==> src/rtl/pm_irq_pkg.sv <==
package pm_irq_pkg;
  localparam int DATA_W  = 32;
  localparam int NUM_EVT = 2;
  localparam int EVT_D0  = 0;
  localparam int EVT_D3  = 1;

  typedef struct packed {
    logic wrStatus;
    logic wrMask;
    logic rdStatus;
    logic rdMask;
    logic rdAny;
    logic acceptD0;
  } regStrobe_t;
endpackage

==> src/rtl/pm_irq_ctrl.sv <==
module pm_irq_ctrl
  import pm_irq_pkg::*;
#(
  parameter int ADDR_W       = 4,
  parameter int STATUS_OFS   = 0,
  parameter int MASK_OFS     = 4,
  parameter int GUARD_CYCLES = 4
) (
  input  logic              clk,
  input  logic              porRstN,
  input  logic              rdEn,
  input  logic              wrEn,
  input  logic [ADDR_W-1:0] addr,
  output regStrobe_t        strobe
);
  localparam int CNT_W = $clog2(GUARD_CYCLES + 1);
  localparam logic [CNT_W-1:0] CNT_MAX = CNT_W'(GUARD_CYCLES);
  localparam logic [ADDR_W-1:0] STATUS_A = ADDR_W'(STATUS_OFS);
  localparam logic [ADDR_W-1:0] MASK_A   = ADDR_W'(MASK_OFS);

  logic [CNT_W-1:0] guardCnt;
  logic             guardDone;

  // Power-up guard window: counts clock cycles after power-on reset release
  always_ff @(posedge clk or negedge porRstN) begin
    if (!porRstN) begin
      guardCnt <= '0;
    end else if (!guardDone) begin
      guardCnt <= guardCnt + 1'b1;
    end
  end

  assign guardDone = (guardCnt == CNT_MAX);

  always_comb begin
    strobe          = '0;
    strobe.wrStatus = wrEn && (addr == STATUS_A);
    strobe.wrMask   = wrEn && (addr == MASK_A);
    strobe.rdStatus = rdEn && (addr == STATUS_A);
    strobe.rdMask   = rdEn && (addr == MASK_A);
    strobe.rdAny    = rdEn;
    strobe.acceptD0 = guardDone;
  end
endmodule

==> src/rtl/pm_irq_dp.sv <==
module pm_irq_dp
  import pm_irq_pkg::*;
(
  input  logic               clk,
  input  logic               porRstN,
  input  regStrobe_t         strobe,
  input  logic [DATA_W-1:0]  wrData,
  input  logic               d3Evt,
  input  logic               d0Evt,
  output logic [NUM_EVT-1:0] statusQ,
  output logic [NUM_EVT-1:0] maskQ,
  output logic [DATA_W-1:0]  rdData,
  output logic               irq
);
  logic [NUM_EVT-1:0] evtSet;
  logic [NUM_EVT-1:0] evtClr;

  assign evtSet[EVT_D3] = d3Evt;
  assign evtSet[EVT_D0] = d0Evt && strobe.acceptD0;

  for (genvar i = 0; i < NUM_EVT; i++) begin : g_evt
    assign evtClr[i] = strobe.wrStatus && wrData[i];

    // Sticky bit; a new event takes priority over a same-cycle clear
    always_ff @(posedge clk or negedge porRstN) begin
      if (!porRstN) begin
        statusQ[i] <= 1'b0;
      end else if (evtSet[i]) begin
        statusQ[i] <= 1'b1;
      end else if (evtClr[i]) begin
        statusQ[i] <= 1'b0;
      end
    end
  end

  always_ff @(posedge clk or negedge porRstN) begin
    if (!porRstN) begin
      maskQ <= '0;
    end else if (strobe.wrMask) begin
      maskQ <= wrData[NUM_EVT-1:0];
    end
  end

  always_ff @(posedge clk or negedge porRstN) begin
    if (!porRstN) begin
      rdData <= '0;
    end else if (strobe.rdAny) begin
      if (strobe.rdStatus) begin
        rdData <= {{(DATA_W-NUM_EVT){1'b0}}, statusQ};
      end else if (strobe.rdMask) begin
        rdData <= {{(DATA_W-NUM_EVT){1'b0}}, maskQ};
      end else begin
        rdData <= '0;
      end
    end
  end

  assign irq = |(statusQ & maskQ);
endmodule

==> src/rtl/pm_irq_regs.sv <==
module pm_irq_regs
  import pm_irq_pkg::*;
#(
  parameter int ADDR_W       = 4,
  parameter int STATUS_OFS   = 0,
  parameter int MASK_OFS     = 4,
  parameter int GUARD_CYCLES = 4
) (
  input  logic              clk,
  input  logic              porRstN,
  input  logic              swRst,
  input  logic              rdEn,
  input  logic              wrEn,
  input  logic [ADDR_W-1:0] addr,
  input  logic [31:0]       wrData,
  output logic [31:0]       rdData,
  input  logic              d3Evt,
  input  logic              d0Evt,
  output logic              irq
);
  regStrobe_t         strobe;
  logic [NUM_EVT-1:0] statusQ;
  logic [NUM_EVT-1:0] maskQ;
  logic               swRstSeen;

  // Software reset is deliberately not wired to any register
  assign swRstSeen = swRst;

  pm_irq_ctrl #(
    .ADDR_W      (ADDR_W),
    .STATUS_OFS  (STATUS_OFS),
    .MASK_OFS    (MASK_OFS),
    .GUARD_CYCLES(GUARD_CYCLES)
  ) i_ctrl (
    .clk    (clk),
    .porRstN(porRstN),
    .rdEn   (rdEn),
    .wrEn   (wrEn),
    .addr   (addr),
    .strobe (strobe)
  );

  pm_irq_dp i_dp (
    .clk    (clk),
    .porRstN(porRstN),
    .strobe (strobe),
    .wrData (wrData),
    .d3Evt  (d3Evt),
    .d0Evt  (d0Evt),
    .statusQ(statusQ),
    .maskQ  (maskQ),
    .rdData (rdData),
    .irq    (irq)
  );
endmodule

==> config.mk <==
export PLATFORM = sky130hd
export DESIGN_NAME = pm_irq_regs
export DESIGN_NICKNAME = d
export VERILOG_FILES = /design/src/rtl/pm_irq_pkg.sv /design/src/rtl/pm_irq_ctrl.sv /design/src/rtl/pm_irq_dp.sv /design/src/rtl/pm_irq_regs.sv
export SDC_FILE = /design/constraint.sdc
export NUM_CORES = 1
export LEC_CHECK = 0
export ABC_AREA = 1
export BUFFER_PORTS_ARGS = -buffer_cell sky130_fd_sc_hd__clkbuf_2
export CAP_MARGIN = 20
export CORE_ASPECT_RATIO = 0.75
export CORE_MARGIN = 2
export CORE_UTILIZATION = 36
export DETAILED_ROUTE_END_ITERATION = 6
export HOLD_SLACK_MARGIN = 0.05
export PLACE_DENSITY = 0.84
export SLEW_MARGIN = 20
export SYNTH_ARGS = -nofsm -noshare
export SYNTH_HDL_FRONTEND = slang
export SYNTH_SLANG_ARGS = --single-unit
==> constraint.sdc <==
create_clock -name clk -period 2.75 [get_ports clk]
set_clock_uncertainty 0.2 [all_clocks]
set_input_delay 0.6875 -clock clk [delete_from_list [all_inputs] [get_ports clk]]
set_output_delay 0.6875 -clock clk [all_outputs]
set_load 0.02 [all_outputs]
=== Yosys cells after proc, flatten, opt, wreduce, memory -nomap -nowiden ===
Index checks and enable logic that the tools add are counted.

* Bits in latches: 0
* Memories kept: 0
* Memory bits (writable): 0
* Logic and storage cells: 26
* Input port bits: 43
* Output and inout port bits: 33
* Register bits: 39
* Memory bits (read-only): 0

* Bitwise logic cells: 1
* Add/sub/neg operators: 1
* Multipliers: 0
* Reduce and logical (&&, ||, !) cells: 11
* Shifts and indexed selects: 0
* Order comparisons: 0
* Muxes and demuxes: 6
* Div/mod/pow operators: 0
* Equal/unequal tests: 2

{| class="wikitable"
|+ Operators with widths
! operator !! number
|-
| $mux W32 || 1
|-
| $logic_and A1 B1 Y1 || 7
|-
| $eq A4 B3 Y1 const B || 1
|-
| $logic_not A4 Y1 || 1
|-
| $mux W1 || 4
|-
| $reduce_bool A2 Y1 || 2
|-
| $add A3 B1 Y3 const B || 1
|-
| $eq A3 B3 Y1 const B || 1
|-
| $and A2 B2 Y2 || 1
|-
| $mux W2 || 1
|-
| $reduce_or A2 Y1 || 1
|}

=== Longest topological paths before layout ===
Gate-level depths: netlist of the first run.

* Depth in word-level cells: 5
* Depth in mapped cells: 5

=== By module ===
A second synthesis of the first run with hierarchy kept.

* Cells, all modules: 97
* Area, all modules: 714.4 um^2

{| class="wikitable"
|+ Modules (own cells, without submodules)
! module !! times used !! cells each !! area each (um^2)
|-
| pm_irq_dp || 1 || 66 || 499.2
|-
| pm_irq_ctrl || 1 || 31 || 215.2
|}

=== Worst setup path before layout of the first run ===
OpenSTA, ideal clock, no wires.

* Kind: register to output
* Start point: register i_dp.statusQ[0]
* End point: output port irq
* Data arrival time: 665 ps
* Path buffers: 0
* Stages on the path, launching flop included: 2
* Required time: 1,862 ps
* Setup slack: 1,197 ps
* Path through: dfrtp_1 a22o_1

* Cells in the longest elaborated chain, start to end: 2

{| class="wikitable"
|+ Ends and longest elaborated chain
! what !! line !! text
|-
| start: declaration || pm_irq_dp.sv:10 || <nowiki>output logic [NUM_EVT-1:0] statusQ,</nowiki>
|-
| start signal: indexed assignment || pm_irq_dp.sv:27 || <nowiki>statusQ[i] <= 1'b0;</nowiki>
|-
| start signal: indexed assignment || pm_irq_dp.sv:29 || <nowiki>statusQ[i] <= 1'b1;</nowiki>
|-
| start signal: indexed assignment || pm_irq_dp.sv:31 || <nowiki>statusQ[i] <= 1'b0;</nowiki>
|-
| $and A2 B2 Y2 || pm_irq_dp.sv:58 || <nowiki>assign irq = |(statusQ & maskQ);</nowiki>
|-
| $reduce_or A2 Y1 || pm_irq_dp.sv:58 ||
|-
| end: declaration || pm_irq_regs.sv:19 || <nowiki>output logic irq</nowiki>
|}

No other way between the ends.

=== Worst setup path in the final report of the first run ===
Ends and elaborated chain as after synthesis.

==> results of run 1 <==
-- cells in the mapped netlist --
cell | n | area (sq um)
nor2_2 | 1 | 6.260
nand3_1 | 3 | 15.01
nand2_1 | 11 | 41.29
ha_1 | 2 | 25.02
inv_1 | 7 | 26.28
nand3_2 | 1 | 10.01
conb_1 | 1 | 3.750
o21ai_0 | 1 | 5.000
nand4_1 | 6 | 37.54
buf_4 | 30 | 225.2
o21ai_1 | 2 | 10.01
dfrtp_1 | 9 | 225.2
xnor2_1 | 1 | 8.760
xor2_1 | 1 | 8.760
nor2_4 | 2 | 22.52
a22o_1 | 1 | 8.760
-- path summary, 6_finish.rpt --
| check | start | endpoint | slack, ns |
|---|---|---|---|
| worst max-delay path | i_dp.statusQ[0]$_DFFE_PN0P_ | irq | 0.82 |
| worst min-delay path | porRstN | i_ctrl.guardCnt[1]$_DFFE_PN0P_ | 0.07 |
| worst max register to register | i_ctrl.guardCnt[0]$_DFFE_PN0P_ | i_ctrl.guardCnt[0]$_DFFE_PN0P_ | 1.55 |
| worst min register to register | i_ctrl.guardCnt[0]$_DFFE_PN0P_ | i_ctrl.guardCnt[0]$_DFFE_PN0P_ | 0.30 |
| max in group asynchronous | porRstN | i_dp.maskQ[1]$_DFFE_PN0P_ | 2.09 |
| min in group clk | i_ctrl.guardCnt[0]$_DFFE_PN0P_ | i_ctrl.guardCnt[0]$_DFFE_PN0P_ | 0.30 |
-- state kept, by name (all words and copies together), names as in the netlist --
| signal | flops |
|---|---|
| i_dp.statusQ | 2 |
| i_dp.maskQ | 2 |
| i_ctrl.guardCnt | 3 |
| i_dp.rdData | 2 |
-- power by group through the flow --
stage               registers (mW)  logic [mW]  clock network (mW)
CTS                          0.146      0.0814               0.103
detailed placement           0.148      0.0813                   0
global placement             0.148      0.0805                   0
floorplan                    0.149      0.0915                   0
global route                 0.147      0.0904               0.112
finish                       0.146      0.0815              0.0974
-- cell usage in the layout, fill, tap and decap left out, types with 2 or more instances in the layout --
cell type,instances
clkbuf_2,14
clkbuf_4,3
conb_1,30
dfrtp_1,9
ha_1,2
inv_1,7
nand2_1,11
nand3_1,3
nand4_1,6
nor2_4,2
o21ai_1,2
-- per-layer routing --
metal  routed length [um]  vias to the layer above  GRT usage [%]
met3                   78                        0          3.237
met1                  378                      210          10.20
met2                  443                       24          12.53
met4                    0                        0          4.500
li1                     -                      226              -
met5                    0                        -              0
-- worst max-delay path, delay by kind of cell (launching register included) --
family	cells	cell delay (ns)
flops	1	0.40
buf+inv	1	0.15
compound gates	1	0.24
-- area by class of cell --
cell class                 count  area, sq um
clock buffer                   3        22.52
tap                           22        27.53
inverter                       7        26.28
multi-input combinational     62        311.5
fill                         185         1069
timing repair buffer          14        70.07
clock inverter                 1        5.005
sequential                     9        225.2
-- cells by family after synthesis --
kind of cell	count (synthesis)	share of synthesized area, %
AO/OA/AOI/OAI	4	3.499
XOR/XNOR	2	2.579
adder cells (fa/ha/maj)	2	3.683
buffers and inverters	37	37.02
flip-flops	9	33.15
other	1	0.5520
AND/OR/NAND/NOR	24	19.52
-- stage by stage --
| step | power (mW) | instances |
|---|---|---|
| 3_5_place_dp | 0.2298 | 114 |
| 6_report | 0.3248 | 118 |
| 5_1_grt | 0.3494 | 118 |
| 2_1_floorplan | 0.2404 | 108 |
| 3_3_place_gp | 0.2285 | 114 |
| 4_1_cts | 0.3307 | 118 |
==> out/results.ini, run 1 <==
[pwr]
intPower_mw=0.2125
combPwrFrac_pct=25.1
clkPwrFrac_pct=30.0
p_switching_mw=0.1123
power_frac_seq_pct=44.9
p_per_area_mw_per_mm2=472.0
p_sw_share_pct=34.58
leakage_nw=0.4040
peakVddDrop_v=0.0002392

[clocking]
cts_repair_resize_count=0
postCtsSetupBuffers=0
cts_sinks=9
clockBufferDepth=2
holdBufCountCts=0
cts-root-buf=clkbuf_4
worstSkewPairLatency_ns=0.26
htree_levels=1
cts_inserted_buffers=3
path_clk_slew_ns=0.06
tritoncts=built

[route]
drc_errors=0
post_drt_via_cell_ratio=3.898
drtAntennaViolNets=0
firstDrtPassIters=2
drt_iter0_markers=4
drt_wl_total_um=901
wl_per_cell_um=7.636
via_count=460

[timing]
max_freq_ghz=0.5184
finalMaxSlewViolations=0
setup_viol=0
finalCriticalPeriod_ns=1.929
final-hold-violation-count=0
setup_tns_ns=0
setup_ws_ns=0.8211
holdWs_ns=0.06804
post-route-period-util_pct=70.14
rsz0062_at_grt=no

[placed_design]
io_buffers=14
dp_hpwl_um=811
finalWeightedCongestion=0.7042
placed_cell_area_sq_um=660.6
post-place-ws_ns=1.110

[synthesis]
ys_ff_latch=9
synth_warnings=0
synth.cell_area_sq_um=679.4
synth.distinct_cells=16
syn_avg_cell_area_sq_um=8.600
synth-seq-area-share_pct=33.15
synthCells=79

[setup_path]
cp_data_required_time_ns=1.86
crit_chain=a22o_1, clkbuf_2
worstSetupEndpointType=primary output
reg2reg_depth=4
slowest_stage=dfrtp_1
critPathMaxStageDelay_ns=0.40
path_class=register to primary output
crit_arrival_ns=1.04
cp_max_fo=3
cp-start-kind=register

[grt]
grt_max_degree=10
grt_pass1_wl_um=1373
grt_pass1_vias=351
grt_overflow=0
grtUsageTotal_pct=8.394
antenna_found_initial=0

[floorplan]
core_sq_mm=0.001757
io_pins=76
start_util_pct=38.68
die_width_um=54.16
rows=13
die-area_sq_mm=0.002254
die_y_um=41.62

[final_layout]
fin_util_pct=39.17
final_cell_area_sq_um=688.2
drive_gt1_share_pct=22.92
num_antenna_cells=0
syn2layout_area_growth_pct=1.289
nets=142

[job]
drv_cap=0

[hold_path]
hold_path_class=input port to asynchronous set/reset pin

[run_status]
status=complete, no violations

(Power assumes the default switching activity.)
==> inputs of run 2 (changes only) <==
Settings changed: ABC_AREA 1 to 0, CORE_UTILIZATION 36 to 33, PLACE_DENSITY 0.84 to 0.79.
Clock period 2.75 ns to 1.9 ns, I/O delays scaled along.
==> out/results.ini, run 2 <==
[floorplan]
io_pins=76
die_width_um=55.86
die-area_sq_mm=0.002396
die_y_um=42.90
rows=14
core_sq_mm=0.001962
start_util_pct=33.93

[synthesis]
synth-edff-count=0
yosysMostFrequentCell=buf_4
synth_top_flop_cell=dfrtp_1
yosysTopAreaCellShare_pct=33.83
synthAdderAreaFrac_pct=3.759
synthCells=69
netlist_top_cells_count=30 x buf_4, 9 x dfrtp_1, 4 x inv_1
synth_warnings=0
yosys.area_share.simple_pct=11.47
muxShareOfSynthArea_pct=6.767
syn_avg_cell_area_sq_um=9.647
synth-seq-area-share_pct=33.83
synthArstFlopShare_pct=100.0
synth_xor_area_share_pct=1.316
synth.cell_area_sq_um=665.6
synth_top_family_by_area=buffers and inverters
synth_top_area_cell=buf_4
synth.distinct_cells=18
synth_compound_area_share_pct=6.203
synth.area.top_cells=buf_4 34%, dfrtp_1 34%, ha_1 3.8%
ys_ff_latch=9

[clocking]
tritoncts=built
htree_levels=1
cts_repair_resize_count=0
cts-root-buf=clkbuf_4
path_clk_slew_ns=0.05
holdBufCountCts=1
worstSkewPairLatency_ns=0.25
clockBufferDepth=2
postCtsSetupBuffers=0
cts_sinks=9
cts_inserted_buffers=3

[pwr]
intPower_mw=0.3175
power_frac_seq_pct=45.1
peakVddDrop_v=0.0002036
power_mw=0.4694
clkPwrFrac_pct=29.7
p_per_area_mw_per_mm2=684.5
p_sw_share_pct=32.36
p_switching_mw=0.1519
combPwrFrac_pct=25.3
leakage_nw=0.3561

[setup_path]
cp_data_required_time_ns=1.22
r2r_slack_ns=0.65
path_class=register to primary output
crit_arrival_ns=1.03
cp-start-kind=register
cp_max_fo=3
worstSetupEndpointType=primary output

[job]
drv_cap=0

[hold_path]
hold_path_class=input port to register

[placed_design]
dp_hpwl_um=790.5
io_buffers=14
finalWeightedCongestion=0.7057

[timing]
setup_tns_ns=0
finalMaxSlewViolations=0
finalCriticalPeriod_ns=1.707
rsz0062_at_grt=no
setup_viol=0
max_freq_ghz=0.5857
post-route-period-util_pct=89.86
final-hold-violation-count=0

[route]
drt_iter0_markers=4
drtAntennaViolNets=0
firstDrtPassIters=2
drt_wl_total_um=904
wl_per_cell_um=8.144
post_drt_via_cell_ratio=3.748
drc_errors=0
via_count=416

[grt]
grt_overflow=0
antenna_found_initial=0
grt_max_degree=10
grt_pass1_wl_um=1428
grt_pass1_vias=360
grtUsageTotal_pct=8.420

[final_layout]
final_common_cell=conb_1
syn2layout_area_growth_pct=3.008
nets=133
final_cell_mix=30 x conb_1, 14 x clkbuf_2, 9 x dfrtp_1, 4 x inv_1
num_antenna_cells=0
fillers=203
largest_reg_flops=3
drive_gt1_share_pct=24.14
regMostFlops=i_ctrl.guardCnt

[run_status]
status=complete, no violations

-- run 2: cell types whose count changed after synthesis, sizes merged --
cell	before	now
a21o	0	1
a32o	0	1
inv	7	4
mux2	0	4
nand2	11	3
nand3	4	3
nand4	6	0
nand4b	0	2
nor3	0	1
xor2	1	0
-- run 2: stage by stage --
step | cells | area (sq um) | util [%] | setup slack [ns] | hold slack, ns
3_3_place_gp | 106 | 649.4 | 33.10 | 0.2927 | 0.1332
4_1_cts | 111 | 685.7 | 34.95 | 0.1815 | 0.2057
2_1_floorplan | 98 | 774.5 | - | 0.4593 | -0.02059
3_5_place_dp | 106 | 649.4 | 33.10 | 0.2679 | 0.1380
5_1_grt | 111 | 685.7 | 34.95 | 0.1383 | 0.2142
6_report | 111 | 685.7 | 34.95 | 0.1927 | 0.2108
-- run 2: power groups by stage --
| stage | clock [mW] | sequential (mW) | combinational, mW |
|---|---|---|---|
| 2_1_floorplan | 0 | 0.216 | 0.132 |
| 3_3_place_gp | 0 | 0.215 | 0.116 |
| 6_report | 0.139 | 0.212 | 0.119 |
| 4_1_cts | 0.147 | 0.212 | 0.119 |
| 3_5_place_dp | 0 | 0.215 | 0.117 |
| 5_1_grt | 0.159 | 0.214 | 0.127 |
-- run 2: path summary, 6_finish.rpt --
path | start | to | cells after the start
hold reg to reg | i_dp.statusQ[1]$_DFFE_PN0P_ | i_dp.statusQ[1]$_DFFE_PN0P_ | 1
hold / removal | d3Evt | i_dp.statusQ[1]$_DFFE_PN0P_ | 2
min in group asynchronous | porRstN | i_ctrl.guardCnt[1]$_DFFE_PN0P_ | 2
setup / recovery | i_dp.statusQ[0]$_DFFE_PN0P_ | irq | 2
setup reg to reg | i_ctrl.guardCnt[0]$_DFFE_PN0P_ | i_ctrl.guardCnt[0]$_DFFE_PN0P_ | 4
max in group asynchronous | porRstN | i_dp.statusQ[1]$_DFFE_PN0P_ | 2
-- run 2: worst max-delay path: stages (launching register included) --
cell and delay [ns]:
dfrtp_1 0.40, a22o_1 0.24, clkbuf_2 0.15
-- run 2: cells by family (layout without fill, tap and decap cells) --
kind of cell / Yosys count / count (layout)
xor+xnor: 1 / 1
compound gates: 6 / 6
flops: 9 / 9
fa+ha+maj: 2 / 2
simple gates: 12 / 12
mux: 4 / 4
other cells: 1 / 30
buf+inv: 34 / 23
-- run 2: area by class of cell --
type	count	area [sq um]	share of cell area (%)
Multi-Input combinational cell	55	309.0	45.07
Sequential cell	9	225.2	32.85
Timing Repair Buffer	15	80.08	11.68
Tap cell	24	30.03	4.380
Clock buffer	4	26.28	3.832
Inverter	4	15.01	2.190
-- run 2: routing by layer --
| layer | wire (um) | track usage [%] | vias up |
|---|---|---|---|
| met2 | 432 | 13.33 | 29 |
| met3 | 113 | 3.963 | 2 |
| met4 | 15 | 7.619 | 0 |
| met1 | 342 | 8.271 | 185 |
| met5 | 0 | 0 | - |
| li1 | - | - | 200 |
